### config.mk
export PLATFORM = sky130hd
export DESIGN_NAME = refresh_we_guard
export DESIGN_NICKNAME = d
export VERILOG_FILES = /design/src/rtl/rwg_pkg.sv /design/src/rtl/rwg_strobe_edge.sv /design/src/rtl/rwg_ctrl.sv /design/src/rtl/rwg_we_stage.sv /design/src/rtl/refresh_we_guard.sv
export SDC_FILE = /design/constraint.sdc
export NUM_CORES = 1
export LEC_CHECK = 0
export BUFFER_PORTS_ARGS = -buffer_cell sky130_fd_sc_hd__buf_4
export CAP_MARGIN = 25
export CORE_AREA = 4 4 41 43
export CTS_BUF_LIST = sky130_fd_sc_hd__clkbuf_8 sky130_fd_sc_hd__clkbuf_16
export DETAILED_ROUTE_END_ITERATION = 7
export DIE_AREA = 0 0 45 47
export PLACE_DENSITY_LB_ADDON = 0.3
export SYNTH_ARGS = -nofsm -noshare
export SYNTH_HDL_FRONTEND = slang
export SYNTH_SLANG_ARGS = --single-unit
export TNS_END_PERCENT = 10
### constraint.sdc
create_clock -name clk_i -period 1.3 [get_ports clk_i]
set_input_delay 0.13 -clock clk_i [delete_from_list [all_inputs] [get_ports clk_i]]
set_output_delay 0.13 -clock clk_i [all_outputs]
set_load 0.02 [all_outputs]
### src/rtl/rwg_pkg.sv
package rwg_pkg;
  typedef enum logic [1:0] {
    ST_IDLE  = 2'd0,
    ST_ARMED = 2'd1,
    ST_RFSH  = 2'd2
  } rwg_state_e;
endpackage

### src/rtl/rwg_strobe_edge.sv
module rwg_strobe_edge (
  input  logic clk_i,
  input  logic rst_ni,
  input  logic ras_ni,
  input  logic cas_ni,
  output logic ras_fall_o,
  output logic cbr_start_o,
  output logic cas_first_o,
  output logic both_high_o
);
  logic ras_q, cas_q;

  always_ff @(posedge clk_i or negedge rst_ni) begin
    if (!rst_ni) begin
      ras_q <= 1'b1;
      cas_q <= 1'b1;
    end else begin
      ras_q <= ras_ni;
      cas_q <= cas_ni;
    end
  end

  always_comb begin
    ras_fall_o  = ras_q && !ras_ni;
    cbr_start_o = ras_fall_o && !cas_q;  // column already low on prior sample
    cas_first_o = !cas_ni && ras_ni;
    both_high_o = ras_ni && cas_ni;
  end
endmodule

### src/rtl/rwg_ctrl.sv
module rwg_ctrl
  import rwg_pkg::*;
(
  input  logic clk_i,
  input  logic rst_ni,
  input  logic ras_fall_i,
  input  logic cbr_start_i,
  input  logic cas_first_i,
  input  logic both_high_i,
  output logic hold_next_o
);
  rwg_state_e state_q, state_d;

  always_comb begin
    state_d = state_q;
    unique case (state_q)
      ST_IDLE: begin
        if (cbr_start_i)      state_d = ST_RFSH;
        else if (cas_first_i) state_d = ST_ARMED;
      end
      ST_ARMED: begin
        if (cbr_start_i)      state_d = ST_RFSH;
        else if (both_high_i) state_d = ST_IDLE;
      end
      ST_RFSH: begin
        if (both_high_i)      state_d = ST_IDLE;
      end
      default:                state_d = ST_IDLE;
    endcase
  end

  always_ff @(posedge clk_i or negedge rst_ni) begin
    if (!rst_ni) state_q <= ST_IDLE;
    else         state_q <= state_d;
  end

  assign hold_next_o = (state_d != ST_IDLE);


  cbr_enter_chk: assert property (@(posedge clk_i) disable iff (!rst_ni)
    cbr_start_i |=> state_q == ST_RFSH);


  normal_access_chk: assert property (@(posedge clk_i) disable iff (!rst_ni)
    (state_q == ST_IDLE && ras_fall_i && !cbr_start_i) |=> state_q == ST_IDLE);


  rfsh_keep_chk: assert property (@(posedge clk_i) disable iff (!rst_ni)
    (state_q == ST_RFSH && !both_high_i) |=> state_q == ST_RFSH);


  cas_abort_chk: assert property (@(posedge clk_i) disable iff (!rst_ni)
    (state_q == ST_ARMED && both_high_i) |=> state_q == ST_IDLE);
endmodule

### src/rtl/rwg_we_stage.sv
module rwg_we_stage #(
  parameter logic WE_IDLE = 1'b1
) (
  input  logic clk_i,
  input  logic rst_ni,
  input  logic hold_next_i,
  input  logic rw_i,
  output logic we_no,
  output logic active_o
);
  logic we_q, act_q;

  always_ff @(posedge clk_i or negedge rst_ni) begin
    if (!rst_ni) begin
      we_q  <= WE_IDLE;
      act_q <= 1'b0;
    end else begin
      we_q  <= hold_next_i ? WE_IDLE : rw_i;
      act_q <= hold_next_i;
    end
  end

  assign we_no    = we_q;
  assign active_o = act_q;


  pass_rw_chk: assert property (@(posedge clk_i) disable iff (!rst_ni)
    !hold_next_i |=> we_no == $past(rw_i));


  we_safe_chk: assert property (@(posedge clk_i) disable iff (!rst_ni)
    active_o |-> we_no);
endmodule

### src/rtl/refresh_we_guard.sv
module refresh_we_guard (
  input  logic clk_i,
  input  logic rst_ni,
  input  logic ras_ni,
  input  logic cas_ni,
  input  logic rw_i,
  output logic we_no,
  output logic rfsh_active_o
);
  logic ras_fall, cbr_start, cas_first, both_high, hold_next;

  rwg_strobe_edge i_edge (
    .clk_i       (clk_i),
    .rst_ni      (rst_ni),
    .ras_ni      (ras_ni),
    .cas_ni      (cas_ni),
    .ras_fall_o  (ras_fall),
    .cbr_start_o (cbr_start),
    .cas_first_o (cas_first),
    .both_high_o (both_high)
  );

  rwg_ctrl i_ctrl (
    .clk_i       (clk_i),
    .rst_ni      (rst_ni),
    .ras_fall_i  (ras_fall),
    .cbr_start_i (cbr_start),
    .cas_first_i (cas_first),
    .both_high_i (both_high),
    .hold_next_o (hold_next)
  );

  rwg_we_stage #(.WE_IDLE(1'b1)) i_we (
    .clk_i       (clk_i),
    .rst_ni      (rst_ni),
    .hold_next_i (hold_next),
    .rw_i        (rw_i),
    .we_no       (we_no),
    .active_o    (rfsh_active_o)
  );


  early_force_chk: assert property (@(posedge clk_i) disable iff (!rst_ni)
    (!cas_ni && ras_ni) |=> (rfsh_active_o && we_no));


  hidden_rfsh_chk: assert property (@(posedge clk_i) disable iff (!rst_ni)
    (rfsh_active_o && !cas_ni && $fell(ras_ni)) |=> rfsh_active_o);
endmodule

==> impl_metrics.tcl, run 1 <==
set metrics [dict create \
    fin_crit_ns 1.095 \
    vias 172 \
    synth_cell_types 12 \
    synth-async-reset-ratio 1.000 \
    synth_seq_cells 6 \
    cts_sinks 6 \
    cts_tree "done" \
    rr_startpoint "i_edge.ras_q$_DFF_PN1_" \
    route.detailed.drc 0 \
    tightest_slew_ns 0.2239 \
    grt_util_all_layers 0.05489 \
    syn_to_final_growth_pct 51.08 \
    cts_buffers 3 \
    clkLatencyLatePin_ns 0.22 \
    ys.flop_type "dfstp_2" \
    globalplace.congestion 0.6908 \
    p_int_uw 447.4 \
    htreeDepth 1 \
    reg2reg_slack_ns 0.21 \
    die_h_um 47 \
    antenna_found_initial 0 \
    detail_route.vias_per_cell 4.000 \
    coreArea_mm2 0.001301 \
    final_cells 43 \
    dr.first_iter.drc_count 0 \
    dp_cells 38 \
    outcome "completed" \
    hold_viol 0 \
    drt_wl_total_um 470 \
    worstHoldPathType "primary input to register" \
    slew_violations 0 \
    post-route-util 0.2702 \
    swShare 0.2197 \
    portBuffers 6 \
    cts_root_buf "clkbuf_8" \
    synth_edf_count 0 \
    path_max_fanout 3 \
    clkPwrFrac 0.493 \
    path_class "register to register" \
    finalClockSkew_ns 0.002943 \
    wl_per_cell_um 10.93 \
    dr.pass1.iters 1 \
    setup_violations 0 \
    die_area_mm2 0.002115 \
    rsz0062_at_grt "false" \
    overflow 0 \
    slew_headroom 0.8494 \
    row_count 13 \
    cts_resized 0 \
    power.density_mw_per_mm2 1631 \
    syn_avg_cell_area_um2 13.69 \
    syn_area_um2 232.7 \
    synthTopCellsByArea "dfstp_2 (34%), dfrtp_1 (32%), nand3b_1 (6.5%)" \
    post-synth-top-area-cell "dfstp_2" \
    combPwrFrac 0.117 \
    crit_required_ns 1.42 \
    total_leakage_power_uw 0.0001541 \
    grt_pass1_vias 206 \
    yosysSeqAreaShare 0.6613 \
    fin_crit_sh 0.8422 \
    p_sw_uw 126.0 \
    diodes 0 \
    yosysWarnings 0 \
    die_w_um 45 \
    cp-start-kind "register" \
    cts_setup_buffers 0 \
    initial_core_util 0.1788 \
    ctsHoldBuffers 1 \
    clock_path_buffers 2 \
    antenna_left 0 \
    max_freq_ghz 0.9134 \
    cp-end-kind "register" \
    hold_ws_ns 0.04308 \
    clk_pin_slew_ns 0.04 \
    grt_max_degree 8 \
    synth_nets 22 \
    grt_pass1_wl_um 779 \
    synth_top_area_frac 0.3387 \
    tns_ns 0 \
    pwr-share-seq 0.389 \
    drv_cap 0 \
    ios 7 \
    cp-startpoint "i_edge.ras_q$_DFF_PN1_" \
    worstHoldStart "cas_ni" \
    netlist_top_cells_count "dfrtp_1 (3), dfstp_2 (3), nand3b_1 (2)" \
    layout.nets 34 \
    arrival_ns 1.21 \
    ir_worst_vdd_mv 0.4590 \
    netlist_instances 17 \
    layout-drive-gt1-share 0.5000 \
]
[registers in the layout, indices dropped and copies added, names as in the netlist]
name and cells:
i_ctrl.state_q 2, i_edge.cas_q 1, i_edge.ras_q 1, i_we.active_o 1, i_we.we_no 1
[cells by family (layout without fill, tap and decap cells)]
group | after synthesis | in the layout | share of synthesized area
buffers and inverters | 0 | 11 | 0
flip-flops | 6 | 6 | 0.6613
AO/OA/AOI/OAI | 4 | 4 | 0.1290
AND/OR/NAND/NOR | 7 | 7 | 0.2097
[metrics by stage]
step,total power [uW],setup slack (ns),cell area [um^2]
floorplan,256.0,0.2837,232.7
global route,605.7,0.1515,351.6
global placement,286.8,0.2393,296.5
detailed placement,291.4,0.1749,296.5
CTS,587.3,0.1937,351.6
finish,573.4,0.2052,351.6
[cell usage in the layout (no fill, tap or decap), types with 2 or more instances in the layout]
cell type and n:
buf_4 6, dfrtp_1 3, dfstp_2 3, nand3b_1 2, clkbuf_8 3
[worst paths after layout]
| path | endpoint | cells after the start |
|---|---|---|
| hold / removal | i_edge.cas_q$_DFF_PN1_ | 1 |
| hold reg to reg | i_ctrl.state_q[0]$_DFF_PN0_ | 1 |
| max in group asynchronous | i_edge.cas_q$_DFF_PN1_ | 2 |
| setup reg to reg | i_ctrl.state_q[1]$_DFF_PN0_ | 2 |
| min in group asynchronous | i_ctrl.state_q[1]$_DFF_PN0_ | 2 |
| setup / recovery | i_ctrl.state_q[1]$_DFF_PN0_ | 2 |
[cell type report]
| cell class | count | area [um^2] |
|---|---|---|
| clock buffer | 3 | 41.29 |
| clock inverter | 1 | 3.754 |
| fill | 151 | 949.7 |
| multi-input combinational | 11 | 78.83 |
| sequential | 6 | 153.9 |
| tap | 15 | 18.77 |
| timing repair buffer | 7 | 55.05 |
[critical path, cell delays in order (launching register included)]
cell and delay, ns:
dfstp_2 0.51, or2b_1 0.26, o31ai_1 0.23
[power groups by stage]
stage	Combinational (uW)	Sequential, uW	Clock, uW
5_1_grt	74.4	225	306
4_1_cts	68.8	223	295
3_3_place_gp	63.8	223	0
2_1_floorplan	23.9	232	0
3_5_place_dp	66.7	225	0
6_report	67.3	223	283
[metal layers]
| layer | wire [um] | part of all wire | track usage | vias to the layer above |
|---|---|---|---|---|
| li1 | - | - | - | 81 |
| met5 | 0 | 0 | 0 | - |
| met4 | 0 | 0 | 0.03509 | 0 |
| met3 | 54 | 0.11 | 0.03831 | 0 |
| met1 | 200 | 0.43 | 0.05336 | 84 |
| met2 | 214 | 0.46 | 0.08475 | 7 |
No activity file was read; power rests on OpenSTA's default activity.
==> run 2, diff against run 1 <==
==> constraint.sdc (replaced) <==
create_clock -name clk_i -period 1.05 [get_ports clk_i]
set_input_delay 0.105 -clock clk_i [delete_from_list [all_inputs] [get_ports clk_i]]
set_output_delay 0.105 -clock clk_i [all_outputs]
set_load 0.02 [all_outputs]
==> run 2 against run 1 <==
The flow now finishes with violations (setup timing). Combinational power up 21%. Register-to-register slack worse by 0.22 ns. Clock skew up 0.0015 ns. Sequential power up 23%. Power up 24%. Highest routed layer unchanged. First-iteration DRC count up 1. Core utilization unchanged. Worst setup slack worse by 0.22 ns. Cell area unchanged. Sequential share of layout area unchanged. Clock-buffer cell count unchanged. Global-route usage up 0.066 points.
==> impl_metrics.tcl, run 2 (synthesized netlist as in run 1, its figures left out) <==
set metrics [dict create \
    outcome "finished, violations left" \
    violations "setup timing" \
    wl_per_cell_um 10.28 \
    grt_max_degree 8 \
    cts_resized 0 \
    p_int_uw 554.3 \
    htreeDepth 1 \
    drv_cap 0 \
    cts_sinks 6 \
    overflow 0 \
    grt_use_met2 0.07062 \
    slew_violations 0 \
    ios 7 \
    cp-start-kind "register" \
    die_h_um 47 \
    initial_core_util 0.1788 \
    setup_violations 1 \
    use_met1 0.05991 \
    globalplace.congestion 0.6860 \
    worst-path-buf-inv 0 \
    finalInstanceArea_um2 351.6 \
    pre_cts_slack_ns -0.03126 \
    coreArea_mm2 0.001301 \
    final_cell_mix "buf_4 (6), clkbuf_8 (3), dfrtp_1 (3), dfstp_2 (3), nand3b_1 (2)" \
    path_cells "or2b_1 -> a21oi_2 -> or2_1" \
    max_freq_ghz 0.9417 \
    worstHoldPathType "primary input to register" \
    multi_input_area_um2 78.83 \
    cts_root_buf "clkbuf_8" \
    antenna_left 0 \
    clkLatencyLatePin_ns 0.22 \
    slew_headroom 0.8817 \
    crit_family "flip-flops" \
    cts_setup_buffers 0 \
    seqCellArea_um2 153.9 \
    crit_required_ns 1.22 \
    grt_pass1_wl_um 745 \
    cts_buffers 3 \
    num-fill-cells 145 \
    largest_register "i_ctrl.state_q" \
    grt_pass1_vias 189 \
    pwr-share-seq 0.386 \
    diodes 0 \
    combPwrFrac 0.114 \
    path_max_fanout 3 \
    layout-drive-gt1-share 0.5000 \
    arrival_ns 1.23 \
    busiest_layer "met2" \
    total_leakage_power_uw 0.0001541 \
    detail_route.vias_per_cell 3.860 \
    clock_path_buffers 2 \
    row_count 13 \
    max_stage_delay_ns 0.50 \
    path_class "register to register" \
    p_sw_uw 157.4 \
    vias 166 \
    hold_viol 0 \
    route.detailed.drc 0 \
    post-route-util 0.2702 \
    fin_crit_sh 1.011 \
    grt_util_all_layers 0.05556 \
    finalPower_uw 711.7 \
    clkPwrFrac 0.500 \
    die_area_mm2 0.002115 \
    worst_slack_ns -0.01192 \
    dr.pass1.iters 2 \
    final_common_cell "buf_4" \
    placed_area_um2 296.5 \
    antenna_found_initial 0 \
    fin_crit_ns 1.062 \
    met3_usage 0.03831 \
    rsz0062_at_grt "true" \
    dr.first_iter.drc_count 1 \
    swShare 0.2211 \
    drt_wl_total_um 442 \
    power.density_mw_per_mm2 2024 \
    finalClockSkew_ns 0.004443 \
    syn_to_final_growth_pct 51.08 \
    tightest_slew_ns 0.1760 \
    ir_worst_vdd_mv 0.6273 \
    cp-end-kind "register" \
    clk_pin_slew_ns 0.04 \
    tns_ns -0.01192 \
    layout.nets 34 \
    cts_tree "done" \
    die_w_um 45 \
    portBuffers 6 \
    reg2reg_slack_ns -0.01 \
    crit_path_top_delay_cell "dfstp_2" \
    largest_reg_flops 2 \
]
run 2: power by group through the flow:
stage               sequential [uW]  clock (uW)  combinational, uW
finish                          275         356               81.4
detailed placement              278           0               80.6
global route                    278         392               90.5
floorplan                       287           0               29.5
global placement                276           0               78.9
CTS                             275         374               83.7
run 2: final timing paths:
kind	endpoint	depth (start not counted)	startpoint
setup / recovery	i_we.we_no$_DFF_PN1_	3	i_edge.ras_q$_DFF_PN1_
max in group asynchronous	i_edge.ras_q$_DFF_PN1_	2	rst_ni
min in group asynchronous	i_ctrl.state_q[1]$_DFF_PN0_	2	rst_ni
setup reg to reg	i_we.we_no$_DFF_PN1_	3	i_edge.ras_q$_DFF_PN1_
hold / removal	i_edge.cas_q$_DFF_PN1_	1	cas_ni
hold reg to reg	i_ctrl.state_q[0]$_DFF_PN0_	1	i_ctrl.state_q[1]$_DFF_PN0_
run 2: cell type report:
cell class | count | share of cell area
multi-input combinational | 11 | 0.2242
sequential | 6 | 0.4377
timing repair buffer | 7 | 0.1566
tap | 15 | 0.05338
clock inverter | 1 | 0.01068
clock buffer | 3 | 0.1174
run 2: through the flow:
stage	std cells	hold slack (ns)
floorplan	17	-0.1906
global placement	38	-0.08473
detailed placement	38	-0.08043
CTS	43	0.008098
global route	43	0.01190
finish	43	0.01418
run 2: repair_timing:
item,CTS,global route
hold endpoints to repair,6,0
endpoints found under the setup margin,3,3
hold buffers,1,0
run 2: per-layer routing:
layer  vias up  part of all wire  wire [um]
li1         81                 -          -
met1        78              0.43        189
met2         7              0.44        195
met3         0              0.13         57
met4         0                 0          0
met5         -                 0          0
==> run 3, diff against run 2 <==
==> constraint.sdc (replaced) <==
create_clock -name clk_i -period 1.1 [get_ports clk_i]
set_input_delay 0.11 -clock clk_i [delete_from_list [all_inputs] [get_ports clk_i]]
set_output_delay 0.11 -clock clk_i [all_outputs]
set_load 0.02 [all_outputs]
==> run 3 against run 2 <==
The flow now finishes without violations. Hold slack better by 0.0074 ns. Sequential share of layout area stayed put. Fmax is 1.3% lower. Worst setup slack better by 0.036 ns. Combinational power is 3.6% lower.
==> impl_metrics.tcl, run 3 (synthesized netlist as in run 1, its figures left out) <==
set metrics [dict create \
    outcome "completed" \
    cp-startpoint "i_edge.ras_q$_DFF_PN1_" \
    seqCellArea_um2 153.9 \
    syn_to_final_growth_pct 51.08 \
    path_class "register to register" \
    antenna_found_initial 0 \
    die_h_um 47 \
    cts_buffers 3 \
    clock_path_buffers 2 \
    grt_pass1_wl_um 745 \
    htreeDepth 1 \
    cp-start-kind "register" \
    route.detailed.drc 0 \
    grt_pass1_vias 176 \
    detail_route.vias_per_cell 3.744 \
    largest_reg_flops 2 \
    globalplace.congestion 0.6931 \
    ir_worst_vdd_mv 0.8261 \
    portBuffers 6 \
    fin_crit_ns 1.076 \
    post-route-util 0.2702 \
    finalPower_uw 676.4 \
    max_freq_ghz 0.9290 \
    rsz0062_at_grt "true" \
    drv_cap 0 \
    multi_input_area_um2 78.83 \
    crit_required_ns 1.27 \
    diodes 0 \
    dr.pass1.iters 2 \
    antenna_left 0 \
    ios 7 \
    fin_crit_sh 0.9785 \
    num-fill-cells 146 \
    layout.nets 34 \
    coreArea_mm2 0.001301 \
    final_cell_mix "buf_4 (6), clkbuf_8 (3), dfrtp_1 (3), dfstp_2 (3), nand3b_1 (2)" \
    setup_violations 0 \
    layout-drive-gt1-share 0.5000 \
    clkLatencyLatePin_ns 0.22 \
    worstHoldPathType "primary input to register" \
    path_max_fanout 3 \
    die_area_mm2 0.002115 \
    cts_resized 0 \
    cts_sinks 6 \
    power.density_mw_per_mm2 1924 \
    initial_core_util 0.1788 \
    slew_headroom 0.8796 \
    largest_register "i_ctrl.state_q" \
    rr_startpoint "i_edge.ras_q$_DFF_PN1_" \
    grt_max_degree 8 \
    hold_viol 0 \
    clk_pin_slew_ns 0.04 \
    cts_tree "done" \
    overflow 0 \
    wl_per_cell_um 10.42 \
    final_common_cell "buf_4" \
    slew_violations 0 \
    die_w_um 45 \
    tightest_slew_ns 0.1791 \
    finalClockSkew_ns 0.007763 \
    drt_wl_total_um 448 \
    arrival_ns 1.25 \
    row_count 13 \
    grt_util_all_layers 0.05971 \
    worstHoldStart "cas_ni" \
    total_leakage_power_uw 0.0001541 \
    cts_root_buf "clkbuf_8" \
    vias 161 \
    cp-end-kind "register" \
    dr.first_iter.drc_count 6 \
]
run 3: cell counts in the layout (fill, tap and decap cells not counted):
No cell type changed its count.
run 3: layout make-up:
| type | instances | area share |
|---|---|---|
| multi-input cells | 11 | 0.2242 |
| well taps | 15 | 0.05338 |
| clock inverters | 1 | 0.01068 |
| clock buffers | 3 | 0.1174 |
| flip-flops and latches | 6 | 0.4377 |
| repair buffers | 7 | 0.1566 |
run 3: final timing paths:
path	to	slack, ns	cells past startpoint
max	i_we.we_no$_DFF_PN1_	0.02	3
min	i_edge.cas_q$_DFF_PN1_	0.02	1
max reg2reg	i_we.we_no$_DFF_PN1_	0.02	3
min reg2reg	i_ctrl.state_q[0]$_DFF_PN0_	0.54	1
max in group asynchronous	i_edge.cas_q$_DFF_PN1_	0.66	2
min in group asynchronous	i_ctrl.state_q[1]$_DFF_PN0_	0.23	2
run 3: stage by stage:
stage	TNS, ns	setup slack [ns]	hold WS, ns	area, um^2	std cells
after floorplan	0	0.08367	-0.1856	232.7	17
after detailed placement	0	0.02495	-0.07819	296.5	38
after global routing	-0.02104	-0.02035	0.01617	351.6	43
after CTS	0	0.01561	0.01661	351.6	43
final	0	0.02363	0.02157	351.6	43
after global placement	0	0.04484	-0.08026	296.5	38
run 3: timing repair:
action | 4_1_cts | 5_1_grt
buffers inserted | 0 | 0
setup endpoints to repair | 0 | 2
hold endpoints to repair | 6 | 0
hold buffers | 1 | 0
run 3: worst max-delay path, cell delays in order, from the launching register on:
cell and delay [ns]:
dfstp_2 0.51, or2b_1 0.27, a21oi_2 0.15, or2_1 0.11
run 3: power breakdown:
group / switching (uW) / internal (uW) / leakage [uW]
Combinational: 37.8 / 40.7 / 0.0000583
Clock: 94.5 / 240 / 0.0000269
Sequential: 15.3 / 248 / 0.0000689
run 3: routing by layer:
metal,wire [um],track usage,vias to the layer above
li1,-,-,81
met1,191,0.05581,70
met2,171,0.07627,10
met3,85,0.06897,0
met4,0,0.03509,0
met5,0,0,-
